`config.mk`:
```
export PLATFORM = sky130hd
export DESIGN_NAME = uart_carrier_tx
export DESIGN_NICKNAME = d
export VERILOG_FILES = /design/src/rtl/uct_pkg.sv /design/src/rtl/uct_framer.sv /design/src/rtl/uct_carrier.sv /design/src/rtl/uart_carrier_tx.sv
export SDC_FILE = /design/constraint.sdc
export NUM_CORES = 1
export LEC_CHECK = 0
export BUFFER_PORTS_ARGS = -buffer_cell sky130_fd_sc_hd__buf_4
export CAP_MARGIN = 20
export CELL_PAD_IN_SITES_DETAIL_PLACEMENT = 0
export CELL_PAD_IN_SITES_GLOBAL_PLACEMENT = 1
export CORE_MARGIN = 2
export CORE_UTILIZATION = 39
export CTS_CLUSTER_SIZE = 28
export DETAILED_ROUTE_END_ITERATION = 16
export PLACE_DENSITY = 0.71
export SETUP_SLACK_MARGIN = 0.4
export SLEW_MARGIN = 10
export SYNTH_ARGS = -nofsm -noshare
export SYNTH_HDL_FRONTEND = slang
export SYNTH_HIERARCHICAL = 1
export SYNTH_SLANG_ARGS = --single-unit
```
`constraint.sdc`:
```
create_clock -name clk -period 3.33 [get_ports clk]
set_input_delay 0.4995 -clock clk [delete_from_list [all_inputs] [get_ports clk]]
set_output_delay 0.4995 -clock clk [all_outputs]
set_load 0.1 [all_outputs]
```
`src/rtl/uct_pkg.sv`:
```
package uct_pkg;
    typedef enum logic [2:0] {
        PH_IDLE   = 3'd0,
        PH_START  = 3'd1,
        PH_DATA   = 3'd2,
        PH_PARITY = 3'd3,
        PH_STOP   = 3'd4
    } phase_e;
endpackage

```
`src/rtl/uct_framer.sv`:
```
module uct_framer #(
    parameter int DATA_W = 8
) (
    input  logic              clk,
    input  logic              rst_n,
    input  logic              bit_tick,
    input  logic              wr_en,
    input  logic [DATA_W-1:0] wr_data,
    input  logic              cfg_short,
    input  logic              cfg_stop2,
    input  logic              cfg_par_en,
    input  logic              cfg_par_odd,
    output logic              line,
    output logic              busy,
    output logic              restart
);
    import uct_pkg::*;

    localparam int CNT_W = (DATA_W > 2) ? $clog2(DATA_W) : 1;
    localparam logic [CNT_W-1:0] LAST_FULL  = CNT_W'(DATA_W - 1);
    localparam logic [CNT_W-1:0] LAST_SHORT = CNT_W'(DATA_W - 2);

    typedef struct packed {
        phase_e            phase;
        logic [CNT_W-1:0]  cnt;
        logic [DATA_W-1:0] sh;
        logic              par;
        logic              short_len;
        logic              stop2;
        logic              par_en;
        logic              line;
    } fr_t;

    localparam fr_t RESET_ST = '{phase: PH_IDLE, cnt: '0, sh: '0, par: 1'b0,
                                 short_len: 1'b0, stop2: 1'b0, par_en: 1'b0,
                                 line: 1'b1};

    fr_t st_d, st_q;
    logic accept;
    logic [DATA_W-1:0] masked;
    logic [CNT_W-1:0]  last_idx;

    always_comb begin
        st_d     = st_q;
        accept   = wr_en && (st_q.phase == PH_IDLE);
        masked   = cfg_short ? (wr_data & {1'b0, {(DATA_W-1){1'b1}}}) : wr_data;
        last_idx = st_q.short_len ? LAST_SHORT : LAST_FULL;
        if (accept) begin
            st_d.phase     = PH_START;
            st_d.cnt       = '0;
            st_d.sh        = masked;
            st_d.par       = (^masked) ^ cfg_par_odd;
            st_d.short_len = cfg_short;
            st_d.stop2     = cfg_stop2;
            st_d.par_en    = cfg_par_en;
            st_d.line      = 1'b0;
        end else if (bit_tick) begin
            unique case (st_q.phase)
                PH_START: begin
                    st_d.phase = PH_DATA;
                    st_d.cnt   = '0;
                    st_d.line  = st_q.sh[0];
                    st_d.sh    = st_q.sh >> 1;
                end
                PH_DATA: begin
                    if (st_q.cnt == last_idx) begin
                        if (st_q.par_en) begin
                            st_d.phase = PH_PARITY;
                            st_d.line  = st_q.par;
                        end else begin
                            st_d.phase = PH_STOP;
                            st_d.line  = 1'b1;
                            st_d.cnt   = '0;
                        end
                    end else begin
                        st_d.cnt  = st_q.cnt + CNT_W'(1);
                        st_d.line = st_q.sh[0];
                        st_d.sh   = st_q.sh >> 1;
                    end
                end
                PH_PARITY: begin
                    st_d.phase = PH_STOP;
                    st_d.line  = 1'b1;
                    st_d.cnt   = '0;
                end
                PH_STOP: begin
                    if (st_q.stop2 && (st_q.cnt == '0)) begin
                        st_d.cnt = CNT_W'(1);
                    end else begin
                        st_d.phase = PH_IDLE;
                        st_d.line  = 1'b1;
                    end
                end
                default: st_d = st_q;
            endcase
        end
    end

    always_ff @(posedge clk or negedge rst_n) begin
        if (!rst_n) st_q <= RESET_ST;
        else        st_q <= st_d;
    end

    assign line    = st_q.line;
    assign busy    = (st_q.phase != PH_IDLE);
    assign restart = accept;

    p_idle_high_r1: assert property (@(posedge clk) disable iff (!rst_n)
        !busy |-> line);
    p_load_start_r2: assert property (@(posedge clk) disable iff (!rst_n)
        (wr_en && !busy) |=> (busy && !line));
    p_hold_no_tick_r6: assert property (@(posedge clk) disable iff (!rst_n)
        (busy && !bit_tick) |=> (busy && $stable(line)));
    p_stay_idle_r7: assert property (@(posedge clk) disable iff (!rst_n)
        (!busy && !wr_en) |=> !busy);
endmodule

```
`src/rtl/uct_carrier.sv`:
```
module uct_carrier #(
    parameter int PER_W = 8
) (
    input  logic             clk,
    input  logic             rst_n,
    input  logic             restart,
    input  logic [PER_W-1:0] per,
    output logic             car
);
    typedef struct packed {
        logic [PER_W-1:0] cnt;
        logic             car;
    } cg_t;

    cg_t cg_d, cg_q;

    always_comb begin
        cg_d = cg_q;
        if (restart) begin
            cg_d.cnt = '0;
            cg_d.car = 1'b1;
        end else if (cg_q.cnt == per) begin
            cg_d.cnt = '0;
            cg_d.car = ~cg_q.car;
        end else begin
            cg_d.cnt = cg_q.cnt + PER_W'(1);
        end
    end

    always_ff @(posedge clk or negedge rst_n) begin
        if (!rst_n) cg_q <= '{cnt: '0, car: 1'b1};
        else        cg_q <= cg_d;
    end

    assign car = cg_q.car;

    p_car_restart_r9: assert property (@(posedge clk) disable iff (!rst_n)
        restart |=> (car && (cg_q.cnt == '0)));
    p_car_hold_r9: assert property (@(posedge clk) disable iff (!rst_n)
        (!restart && (cg_q.cnt != per)) |=> (car == $past(car)));
    p_car_wrap_r9: assert property (@(posedge clk) disable iff (!rst_n)
        (!restart && (cg_q.cnt == per)) |=> (car != $past(car)));
endmodule

```
`src/rtl/uart_carrier_tx.sv`:
```
module uart_carrier_tx #(
    parameter int DATA_W = 8,
    parameter int PER_W  = 8
) (
    input  logic              clk,
    input  logic              rst_n,
    input  logic              bit_tick,
    input  logic              wr_en,
    input  logic [DATA_W-1:0] wr_data,
    input  logic              cfg_len7,
    input  logic              cfg_stop2,
    input  logic              cfg_par_en,
    input  logic              cfg_par_odd,
    input  logic              car_en,
    input  logic              car_pol,
    input  logic [PER_W-1:0]  car_per,
    input  logic              out_inv,
    output logic              tx_out,
    output logic              busy
);
    logic plain_line;
    logic frame_busy;
    logic frame_restart;
    logic carrier;
    logic mod_level;

    uct_framer #(.DATA_W(DATA_W)) i_framer (
        .clk         (clk),
        .rst_n       (rst_n),
        .bit_tick    (bit_tick),
        .wr_en       (wr_en),
        .wr_data     (wr_data),
        .cfg_short   (cfg_len7),
        .cfg_stop2   (cfg_stop2),
        .cfg_par_en  (cfg_par_en),
        .cfg_par_odd (cfg_par_odd),
        .line        (plain_line),
        .busy        (frame_busy),
        .restart     (frame_restart)
    );

    uct_carrier #(.PER_W(PER_W)) i_carrier (
        .clk     (clk),
        .rst_n   (rst_n),
        .restart (frame_restart),
        .per     (car_per),
        .car     (carrier)
    );

    always_comb begin
        if (!car_en || !frame_busy) mod_level = plain_line;
        else if (car_pol)           mod_level = plain_line & carrier;
        else                        mod_level = plain_line | carrier;
    end

    assign tx_out = mod_level ^ out_inv;
    assign busy   = frame_busy;

    p_idle_steady_r12: assert property (@(posedge clk) disable iff (!rst_n)
        !busy |-> (tx_out == !out_inv));
endmodule

```
Yosys cells after proc, flatten, opt, wreduce, memory -nomap -nowiden

Index checks and enable logic that the tools add are counted.

Bits in registers: 28
Input port bits: 27
Output and inout port bits: 2

$add $sub $neg: 2
Eq/ne operators: 11
Muxes and demuxes: 22
Bitwise gates (word level): 5
Reduce and logical (&&, ||, !) cells: 17

Operators by type and width:

| cell                | count |
|---|---|
| $mux 19             | 2 |
| $mux 8              | 3 |
| $pmux 6 s4          | 1 |
| $mux 3              | 6 |
| $pmux 8 s2          | 1 |
| $mux 9              | 1 |
| $add 8x1->8 const B | 1 |
| $eq 8x8->1          | 1 |
| $reduce_and 4->1    | 2 |
| $reduce_xor 8->1    | 1 |
| $mux 1              | 7 |
| $eq 3x2->1 const B  | 2 |
| $logic_not 3->1     | 2 |
| $ne 3x2->1 const B  | 2 |
| $ne 3x3->1 const B  | 2 |
| $reduce_and 3->1    | 2 |
| $reduce_bool 3->1   | 2 |
| $reduce_bool 5->1   | 1 |
| $ne 4x4->1 const B  | 1 |
| $pmux 1 s4          | 1 |
| $reduce_bool 2->1   | 2 |
| $add 3x1->3 const B | 1 |
| $eq 3x1->1 const B  | 1 |
| $eq 3x3->1          | 1 |
| 8 further kinds     | 11 |

Depth between registers and ports, before layout

Gate-level depths: netlist (run 1).

Depth in word-level cells: 6
Depth in mapped cells: 7
Gate-level depth less buffers: 7

Modules after synthesis

Netlist (run 1), hierarchy kept.

Modules (own cells, without submodules):

| module          | times used | cells each | area each (sq um) |
|---|---|---|---|
| uct_framer      | 1          | 126        | 1,243.7 |
| uct_carrier     | 1          | 46         | 483.0 |
| uart_carrier_tx | 1          | 5          | 42.5 |

Worst setup path before layout (run 1)

Ideal clock, no wire load.

Path kind: flip-flop to output port
From: register i_framer/st_q[17] (netlist bit)
To: output port tx_out
Arrival time: 3.105 ns
Required time: 2.830 ns
Slack: -0.275 ns
Cell stages (with the launch flop): 7
Buffers on the path: 1
Cells stage by stage: dfrtp_1 -> buf_2 -> nor3_2 -> inv_1 -> and4b_1 -> a211oi_2 -> xnor2_1

Cells in the longest elaborated chain, start to end: 5

RTL lines:

| item                     | RTL line              | RTL |
|---|---|---|
| start: declaration       | uct_framer.sv:38      | `fr_t st_d, st_q;` |
| start signal: assignment | uct_framer.sv:101     | `else st_q <= st_d;` |
| $reduce_bool 3->1        | uct_framer.sv:105     | `assign busy = (st_q.phase != PH_IDLE);` |
| named net busy           | uart_carrier_tx.sv:19 | `output logic busy` |
| $logic_not 1->1          | uart_carrier_tx.sv:51 | `if (!car_en \|\| !frame_busy) mod_level = plain_line;` |
| $logic_or 1x1->1         | uart_carrier_tx.sv:51 |  |
| $mux 1                   | uart_carrier_tx.sv:51 |  |
| $xor 1x1->1              | uart_carrier_tx.sv:56 | `assign tx_out = mod_level ^ out_inv;` |
| end: declaration         | uart_carrier_tx.sv:18 | `output logic tx_out,` |

The timed path passes the listed nets, and every way through them passes these cells.

Worst setup path after layout (run 1)

From: register i_framer/st_q[16] (netlist bit)
To: output port tx_out

Cells in the longest elaborated chain, start to end: 5

RTL lines:

| item              | RTL line |
|---|---|
| $reduce_bool 3->1 | uct_framer.sv:105 |
| $logic_not 1->1   | uart_carrier_tx.sv:51 |
| $logic_or 1x1->1  | uart_carrier_tx.sv:51 |
| $mux 1            | uart_carrier_tx.sv:51 |
| $xor 1x1->1       | uart_carrier_tx.sv:56 |

No other way between the ends.

==> flow_metrics.tcl, run 1 <==
set metrics [dict create \
    diodes 0 \
    fillers 426 \
    setup_viol 0 \
    ctsHtreeMaxLevel 1 \
    endpoint "tx_out" \
    cap_violations 0 \
    ys_ff_latch 28 \
    cts_resized 0 \
    clkTransAtPathRegs_ns 0.09 \
    grt_start_max_net_pins 29 \
    cp-end-kind "primary output" \
    synthArstFlopShare 1.00 \
    synth_most_common_cell "dfrtp_1" \
    slew_violations 0 \
    drtIter0Drc 78 \
    cts_hold_buffers 0 \
    synth_area_sq_mm 0.00177 \
    drc_errors 0 \
    cts.sinks 28 \
    grt_antenna_before_repair 0 \
    fmax_mhz 375 \
    hold_violations 0 \
    crit_path_start_kind "flop" \
    post-synth-top-area-fraction 0.368 \
    outcome "complete, no violations" \
    critPathArrivalTime_ns 2.16 \
    dp_hpwl_um 2740 \
    vias 1294 \
    cts_tree "built" \
    core-area_sq_mm 0.00435 \
    cts-root-buf "clkbuf_8" \
    cts-buffers-inserted 3 \
    ys_seq_area_frac 0.397 \
    grt_pass1_vias 1422 \
    finalCritPeriodShare 0.800 \
    synth.largest_area_cell "dfrtp_1" \
    reg2reg_to "i_carrier/cg_q[5]" \
    ctsLongestPathBuffers 2 \
    startpoint "i_framer/st_q[16]" \
    grt-ovfl-total 0 \
    ir_worst_vdd_mv 0.400 \
    skew_ns 0.000771 \
    register_area_sq_um 703 \
    multiInputGateArea_sq_mm 0.00102 \
    cp.depth 6 \
    grtUsageTotal 0.156 \
    netlist_top_cells_count "dfrtp_1 (26), nand2_1 (24), xnor2_1 (18)" \
    worstRegToRegCells 5 \
    fin_setup_tns_ns 0 \
    r2r-start "i_framer/st_q[16]" \
    ys_types 51 \
    fin_crit_ns 2.66 \
    synth_cells 177 \
    fp.dieH_um 71.4 \
    dpl-instance-area_sq_mm 0.00202 \
    crit_fanout 13 \
    viasPerCell 5.05 \
    leakage_nw 0.910 \
    synth_flop_cell "dfrtp_1" \
    post_cts_buffers 0 \
    row_count 24 \
    syn-num-nets 207 \
    worst_slew_pin_slew_ns 0.533 \
    firstDrtPassIters 4 \
    finalInstanceArea_sq_mm 0.00209 \
    synth_edf_count 0 \
    area_growth_syn_to_layout_pct 18.2 \
    hp-class "input port to async pin" \
    crit_required_ns 2.83 \
    cp_cell_sequence "nor3_2, inv_1, and4b_1, a211oi_2, xnor2_4, buf_4" \
    maxSlewHeadroom 0.644 \
    grt_pass1_wl_um 6450 \
    routedWlPerCell_um 13.7 \
    final_util 0.480 \
    insertion_delay_ns 0.27 \
    yosys-top-cells-area "dfrtp_1 (37%), xnor2_1 (8.9%), mux2i_1 (5.7%)" \
    critPathMaxStageDelay_ns 0.58 \
    critPathKind "flop to primary output" \
    layout-drive-gt1-share 0.289 \
    die_area_sq_mm 0.00509 \
    rsz0062_at_grt "no" \
    nets 235 \
    place_congestion 0.803 \
    totalWireLength_um 3520 \
    ys_warn_count 6 \
    critPathTopFamily "flip-flops" \
    slowest_stage "dfrtp_1" \
    powerDensity_mw_per_mm2 775 \
    io_pins 29 \
    syn_area_per_cell_sq_um 10.0 \
    io_buffers 28 \
    r2r_slack_ns 1.52 \
    postRouteAntennaNets 0 \
    crit_buf_inv 2 \
    chipWidth_um 71.4 \
    start_util 0.406 \
]
final cells by class:
cell class | instances | area share
sequential | 28 | 0.336
tap | 52 | 0.0311
timing repair buffer | 28 | 0.100
clock inverter | 1 | 0.0144
inverter | 6 | 0.0108
clock buffer | 3 | 0.0197
multi-input combinational | 138 | 0.487
state kept, by name, indices dropped and copies added, names as in the netlist:
| name | cells |
|---|---|
| i_carrier/car | 1 |
| i_framer/st_q | 18 |
| i_carrier/cg_q | 8 |
| i_framer/line | 1 |
metal layers:
metal  routed length, um  up-vias  track usage
met1                1730      608        0.214
li1                    -      666            -
met3                 104        2       0.0267
met2                1670       18        0.265
met5                   0        -            0
met4                  12        0       0.0252
power by group:
group / internal (mW) / switching, mW / total (mW)
sequential: 0.455 / 0.127 / 0.583
combinational: 0.307 / 0.466 / 0.773
clock: 0.161 / 0.106 / 0.266
cells by family (layout without fill, tap and decap cells):
group	after synthesis	in the layout	share of synthesized area
flip-flops	28	28	0.397
buffers and inverters	11	38	0.0368
AO/OA/AOI/OAI	32	32	0.143
adder cells (fa/ha/maj)	3	3	0.0212
XOR/XNOR	24	24	0.123
AND/OR/NAND/NOR	68	68	0.209
multiplexers	11	11	0.0693
layout by cell type (no fill, tap or decap), drive strengths merged, types with 5 or more instances in the layout:
cell type,Yosys,routed
inv,6,6
o21ai,17,17
nor2,11,11
nand3,9,9
dfrtp,26,26
xor2,6,6
mux2i,11,11
buf,5,28
nand2,26,26
xnor2,18,18
nand2b,5,5
worst min path at each step:
stage                        endpoint  slack [ns]  depth (start not counted)
finish               i_framer/st_q[7]        0.13                          1
global route         i_framer/st_q[7]        0.14                          1
CTS                  i_framer/st_q[7]        0.14                          1
detailed placement   i_framer/st_q[7]        0.45                          1
global placement    i_carrier/cg_q[5]        0.44                          1
floorplan           i_carrier/cg_q[1]        0.20                          0
stage by stage:
step / hold WS (ns) / power (mW) / setup slack, ns / cells
after floorplan: 0.204 / 1.21 / 0.678 / 177
after global placement: 0.443 / 1.34 / 0.993 / 252
after detailed placement: 0.448 / 1.37 / 0.941 / 252
after CTS: 0.136 / 1.64 / 0.619 / 256
after global routing: 0.139 / 1.76 / 0.491 / 256
final: 0.130 / 1.62 / 0.666 / 256
Note: power is estimated with default switching activity, not from simulation.
==> inputs of run 2 (changes only) <==
Settings changed: ABC_AREA set to 1, PLACE_DENSITY 0.71 to 0.76.
Clock period 3.33 ns to 2.75 ns, I/O delays scaled along.
==> flow_metrics.tcl, run 2 <==
set metrics [dict create \
    reg2reg_to "i_framer/st_q[12]" \
    io_buffers 28 \
    grt-ovfl-total 0 \
    ctsLongestPathBuffers 2 \
    fmax_mhz 502 \
    start_util 0.400 \
    cp-end-kind "primary output" \
    mostFrequentLayoutCell "nand2_1" \
    maxSlewHeadroom 0.687 \
    swShare 0.310 \
    pre_cts_ws_ns 0.955 \
    fin_crit_ns 1.99 \
    fp.dieH_um 73.4 \
    layout-drive-gt1-share 0.199 \
    use_met1 0.210 \
    layout_common_cells "nand2_1 (102), inv_1 (39), buf_4 (28)" \
    fin_setup_tns_ns 0 \
    grt_pass1_vias 1533 \
    rsz0062_at_grt "no" \
    leakage_nw 1.22 \
    grtUsageTotal 0.157 \
    finalInstanceArea_sq_mm 0.00222 \
    yosys-top-cells-area "dfrtp_1 (35%), nand2_1 (21%), inv_1 (7.8%)" \
    synth_cells 276 \
    r2r-start "i_framer/st_q[17]" \
    grt_pass1_wl_um 6580 \
    layoutNonFillerInstCount 360 \
    hp-class "input port to async pin" \
    worst_slew_pin_slew_ns 0.468 \
    cap_violations 0 \
    row_count 25 \
    outcome "complete, no violations" \
    crit_fanout 4 \
    cts-root-buf "clkbuf_8" \
    pwr-share-clk 0.287 \
    grt_start_max_net_pins 29 \
    ys_types 23 \
    dpl-instance-area_sq_mm 0.00214 \
    reg.largest.list "i_framer/st_q (18), i_carrier/cg_q (8)" \
    crit_path_start_kind "flop" \
    post-synth-top-area-fraction 0.347 \
    synth_area_sq_mm 0.00188 \
    routedWlPerCell_um 10.8 \
    synth_flop_cell "dfrtp_1" \
    fillers 507 \
    totalWireLength_um 3880 \
    synthArstFlopShare 1.00 \
    finalCritPeriodShare 0.725 \
    top_register "i_framer/st_q" \
    comb_power_share 0.245 \
    busiest_layer "met2" \
    timing.hold.ws_ns 0.0384 \
    vias 1661 \
    crit_required_ns 2.34 \
    post_cts_buffers 0 \
    io_pins 29 \
    setup_viol 0 \
    syn-num-nets 306 \
    insertion_delay_ns 0.28 \
    ctsHtreeMaxLevel 1 \
    power.switching_uw 355 \
    grt_antenna_before_repair 0 \
    r2r_slack_ns 0.96 \
    skew_ns 0.00826 \
    syn_area_per_cell_sq_um 6.80 \
    final_util 0.472 \
    place_inst 356 \
    diodes 0 \
    core-area_sq_mm 0.00469 \
    synth.largest_area_cell "dfrtp_1" \
    critPathKind "flop to primary output" \
    die_area_sq_mm 0.00538 \
    ir_worst_vdd_mv 0.244 \
    worstRegToRegCells 6 \
    firstDrtPassIters 4 \
    drc_errors 0 \
    netlist_top_cells_count "nand2_1 (104), inv_1 (39), dfrtp_1 (26)" \
    ys_ff_latch 28 \
    critPathArrivalTime_ns 1.58 \
    synth_most_common_cell "nand2_1" \
    cts-buffers-inserted 3 \
    clkTransAtPathRegs_ns 0.10 \
    viasPerCell 4.61 \
    gr-usage-met2 0.263 \
    largest_reg_flops 18 \
    cts.sinks 28 \
    place_congestion 0.828 \
    postRouteAntennaNets 0 \
    hold_violations 0 \
    powerDensity_mw_per_mm2 518 \
    cts_hold_buffers 0 \
    area_growth_syn_to_layout_pct 18.1 \
    ys_warn_count 6 \
    chipWidth_um 73.4 \
    cts_resized 0 \
    p_seq_frac 0.468 \
    nets 337 \
    setup_slack_ns 0.756 \
    grt_util_met3 0.0165 \
    internal_power_uw 792 \
    total_power_mw 1.15 \
    slew_violations 0 \
    synth_edf_count 0 \
    drtIter0Drc 72 \
    ys_seq_area_frac 0.375 \
    cts_tree "built" \
    dp_hpwl_um 2990 \
]
[run 2: metal layers]
layer	wire length, um	vias up
met2	1820	16
met3	85	4
li1	-	903
met5	0	-
met4	46	0
met1	1930	738
[run 2: cell families (layout without fill, tap and decap cells)]
kind of cell,Yosys count,count (layout),synth area share
buf+inv,46,76,0.0960
flops,28,28,0.375
fa+ha+maj,3,3,0.0200
xor+xnor,8,8,0.0373
compound gates,30,30,0.0807
simple gates,161,161,0.391
[run 2: worst max-delay path by stage]
stage	cells past startpoint	slack, ns	endpoint	startpoint
floorplan	7	0.66	tx_out	i_framer/st_q[17]
global placement	6	1.02	i_framer/st_q[6]	i_framer/st_q[17]
detailed placement	6	0.96	i_framer/st_q[12]	i_framer/st_q[17]
CTS	8	0.74	tx_out	i_framer/st_q[17]
global route	8	0.66	tx_out	i_framer/st_q[17]
finish	8	0.76	tx_out	i_framer/st_q[17]
[run 2: power by group through the flow]
stage / Sequential (mW) / Clock, mW / Combinational [mW]
6_report: 0.537 / 0.329 / 0.281
2_1_floorplan: 0.531 / 0 / 0.208
4_1_cts: 0.537 / 0.341 / 0.285
5_1_grt: 0.547 / 0.356 / 0.334
3_5_place_dp: 0.546 / 0 / 0.284
3_3_place_gp: 0.544 / 0 / 0.276
[run 2: cell type report]
cell class / count / area (sq um) / share of cell area
multi-input combinational: 202 / 998 / 0.451
sequential: 28 / 703 / 0.317
timing repair buffer: 28 / 210 / 0.0949
inverter: 44 / 165 / 0.0745
tap: 54 / 67.6 / 0.0305
clock buffer: 3 / 41.3 / 0.0186
clock inverter: 1 / 30.0 / 0.0136
[run 2: worst max-delay path, cell delays in order (launching register included)]
cell and delay, ns:
dfrtp_1 0.46, nor2_4 0.17, nand2_2 0.08, nand2_1 0.07, nor2_2 0.03, nand2_1 0.07, nand3_1 0.08, nand2_2 0.07
buf_4 0.28
==> inputs of run 3 (changes only) <==
Settings changed: ABC_AREA 1 to 0, PLACE_DENSITY 0.76 to 0.71.
Clock period 2.75 ns to 1.9 ns, I/O delays scaled along.
==> flow_metrics.tcl, run 3 (synthesis results as in run 1) <==
set metrics [dict create \
    outcome "finished, violations left" \
    violations "setup timing" \
    chipWidth_um 71.4 \
    start_util 0.406 \
    timing.hold.ws_ns 0.199 \
    swShare 0.425 \
    core-area_sq_mm 0.00435 \
    cts_tree "built" \
    fin_setup_tns_ns -0.166 \
    firstDrtPassIters 4 \
    grt-ovfl-total 0 \
    hold_violations 0 \
    critPathTopFamily "simple AND/OR/NAND/NOR gates" \
    layoutNonFillerInstCount 283 \
    pre_cts_ws_ns -0.00390 \
    crit_required_ns 1.62 \
    cts-buffers-inserted 3 \
    rsz0062_at_grt "yes" \
    setup_slack_ns -0.166 \
    crit_fanout 3 \
    min_path_cells 3 \
    drc_errors 0 \
    cp-end-kind "primary output" \
    fmax_mhz 484 \
    cts.sinks 28 \
    critPathKind "flop to primary output" \
    top_register "i_framer/st_q" \
    layout_common_cells "buf_4 (42), dfrtp_1 (23), xnor2_1 (15), nand2_1 (15), mux2i_1 (10)" \
    place_congestion 0.843 \
    nets 262 \
    die_area_sq_mm 0.00509 \
    reg.largest.list "i_framer/st_q (18), i_carrier/cg_q (8)" \
    layout-drive-gt1-share 0.511 \
    p_seq_frac 0.280 \
    crit_buf_inv 2 \
    setup_viol 1 \
    grt_pass1_vias 1451 \
    cap_violations 0 \
    grtUsageTotal 0.162 \
    dpl-instance-area_sq_mm 0.00205 \
    io_pins 29 \
    totalWireLength_um 4020 \
    worstRegToRegCells 7 \
    slew_violations 0 \
    fin_crit_ns 2.07 \
    viasPerCell 5.05 \
    ctsLongestPathBuffers 2 \
    postRouteAntennaNets 0 \
    finalInstanceArea_sq_mm 0.00257 \
    hp-class "input port to flop" \
    cp_cell_sequence "nor3_2, inv_2, and4b_1, a211oi_4, xnor2_4, buf_12" \
    vias 1430 \
    cp.depth 6 \
    ctsHtreeMaxLevel 1 \
    critPathMaxStageDelay_ns 0.41 \
    slowest_stage "dfrtp_1" \
    critPathArrivalTime_ns 1.78 \
    final_util 0.591 \
    ir_worst_vdd_mv 0.611 \
    io_buffers 28 \
    drtIter0Drc 34 \
    grt_start_max_net_pins 29 \
    power.switching_mw 1.54 \
    routedWlPerCell_um 14.2 \
    maxSlewHeadroom 0.755 \
    row_count 24 \
    cts-root-buf "clkbuf_8" \
    grt_pass1_wl_um 6590 \
    finalCritPeriodShare 1.09 \
    clkTransAtPathRegs_ns 0.10 \
    fillers 378 \
    total_power_mw 3.64 \
    dp_hpwl_um 2710 \
    diodes 0 \
    worst_slew_pin_slew_ns 0.368 \
    leakage_nw 1.12 \
    largest_reg_flops 18 \
    internal_power_mw 2.09 \
    crit_path_start_kind "flop" \
    powerDensity_mw_per_mm2 1410 \
    grt_antenna_before_repair 0 \
    mostFrequentLayoutCell "buf_4" \
    skew_ns 0.00123 \
    fp.dieH_um 71.4 \
    pwr-share-clk 0.102 \
    insertion_delay_ns 0.27 \
    area_growth_syn_to_layout_pct 45.4 \
    place_inst 256 \
    comb_power_share 0.618 \
]
-- run 3: worst min-delay path: stages --
cell and delay [ns]:
buf_4 0.07, nand2_1 0.04, nand2_1 0.05
-- run 3: what timing repair did --
item	in CTS	in global routing
setup endpoints to repair	22	29
hold endpoints to repair	26	0
setup buffers	11	10
hold buffers	1	0
cloned	1	0
resized for setup	29	43
pin swaps	13	19
-- run 3: worst paths after layout --
kind / slack, ns / from / to
max in group asynchronous: 1.13 / rst_n / i_carrier/car
min in group asynchronous: 0.46 / rst_n / i_carrier/cg_q[4]
hold / removal: 0.20 / cfg_stop2 / i_framer/st_q[2]
setup reg to reg: 0.25 / i_framer/st_q[17] / i_framer/st_q[15]
setup / recovery: -0.17 / i_framer/st_q[17] / tx_out
hold reg to reg: 0.50 / i_framer/st_q[2] / i_framer/st_q[2]
-- run 3: metal layers --
layer	part of all wire	track usage	wire, um
met2	0.52	0.277	2100
met1	0.45	0.218	1810
met5	0	0	0
met4	0.0047	0.0377	19
met3	0.022	0.0225	88
-- run 3: layout make-up --
cell class / count / area (sq um) / share of cell area
tap: 52 / 65.1 / 0.0253
inverter: 6 / 35.0 / 0.0136
sequential: 28 / 707 / 0.275
clock buffer: 4 / 55.1 / 0.0214
timing repair inverter: 1 / 8.76 / 0.00340
multi-input combinational: 138 / 1210 / 0.470
timing repair buffer: 54 / 492 / 0.191
-- run 3: power groups by stage --
stage	combinational [mW]	clock [mW]	sequential, mW
after floorplan	1.19	0	0.933
after global placement	1.43	0	0.971
after detailed placement	1.45	0	0.980
after CTS	1.81	0.384	0.996
after global routing	2.41	0.414	1.05
final	2.25	0.371	1.02
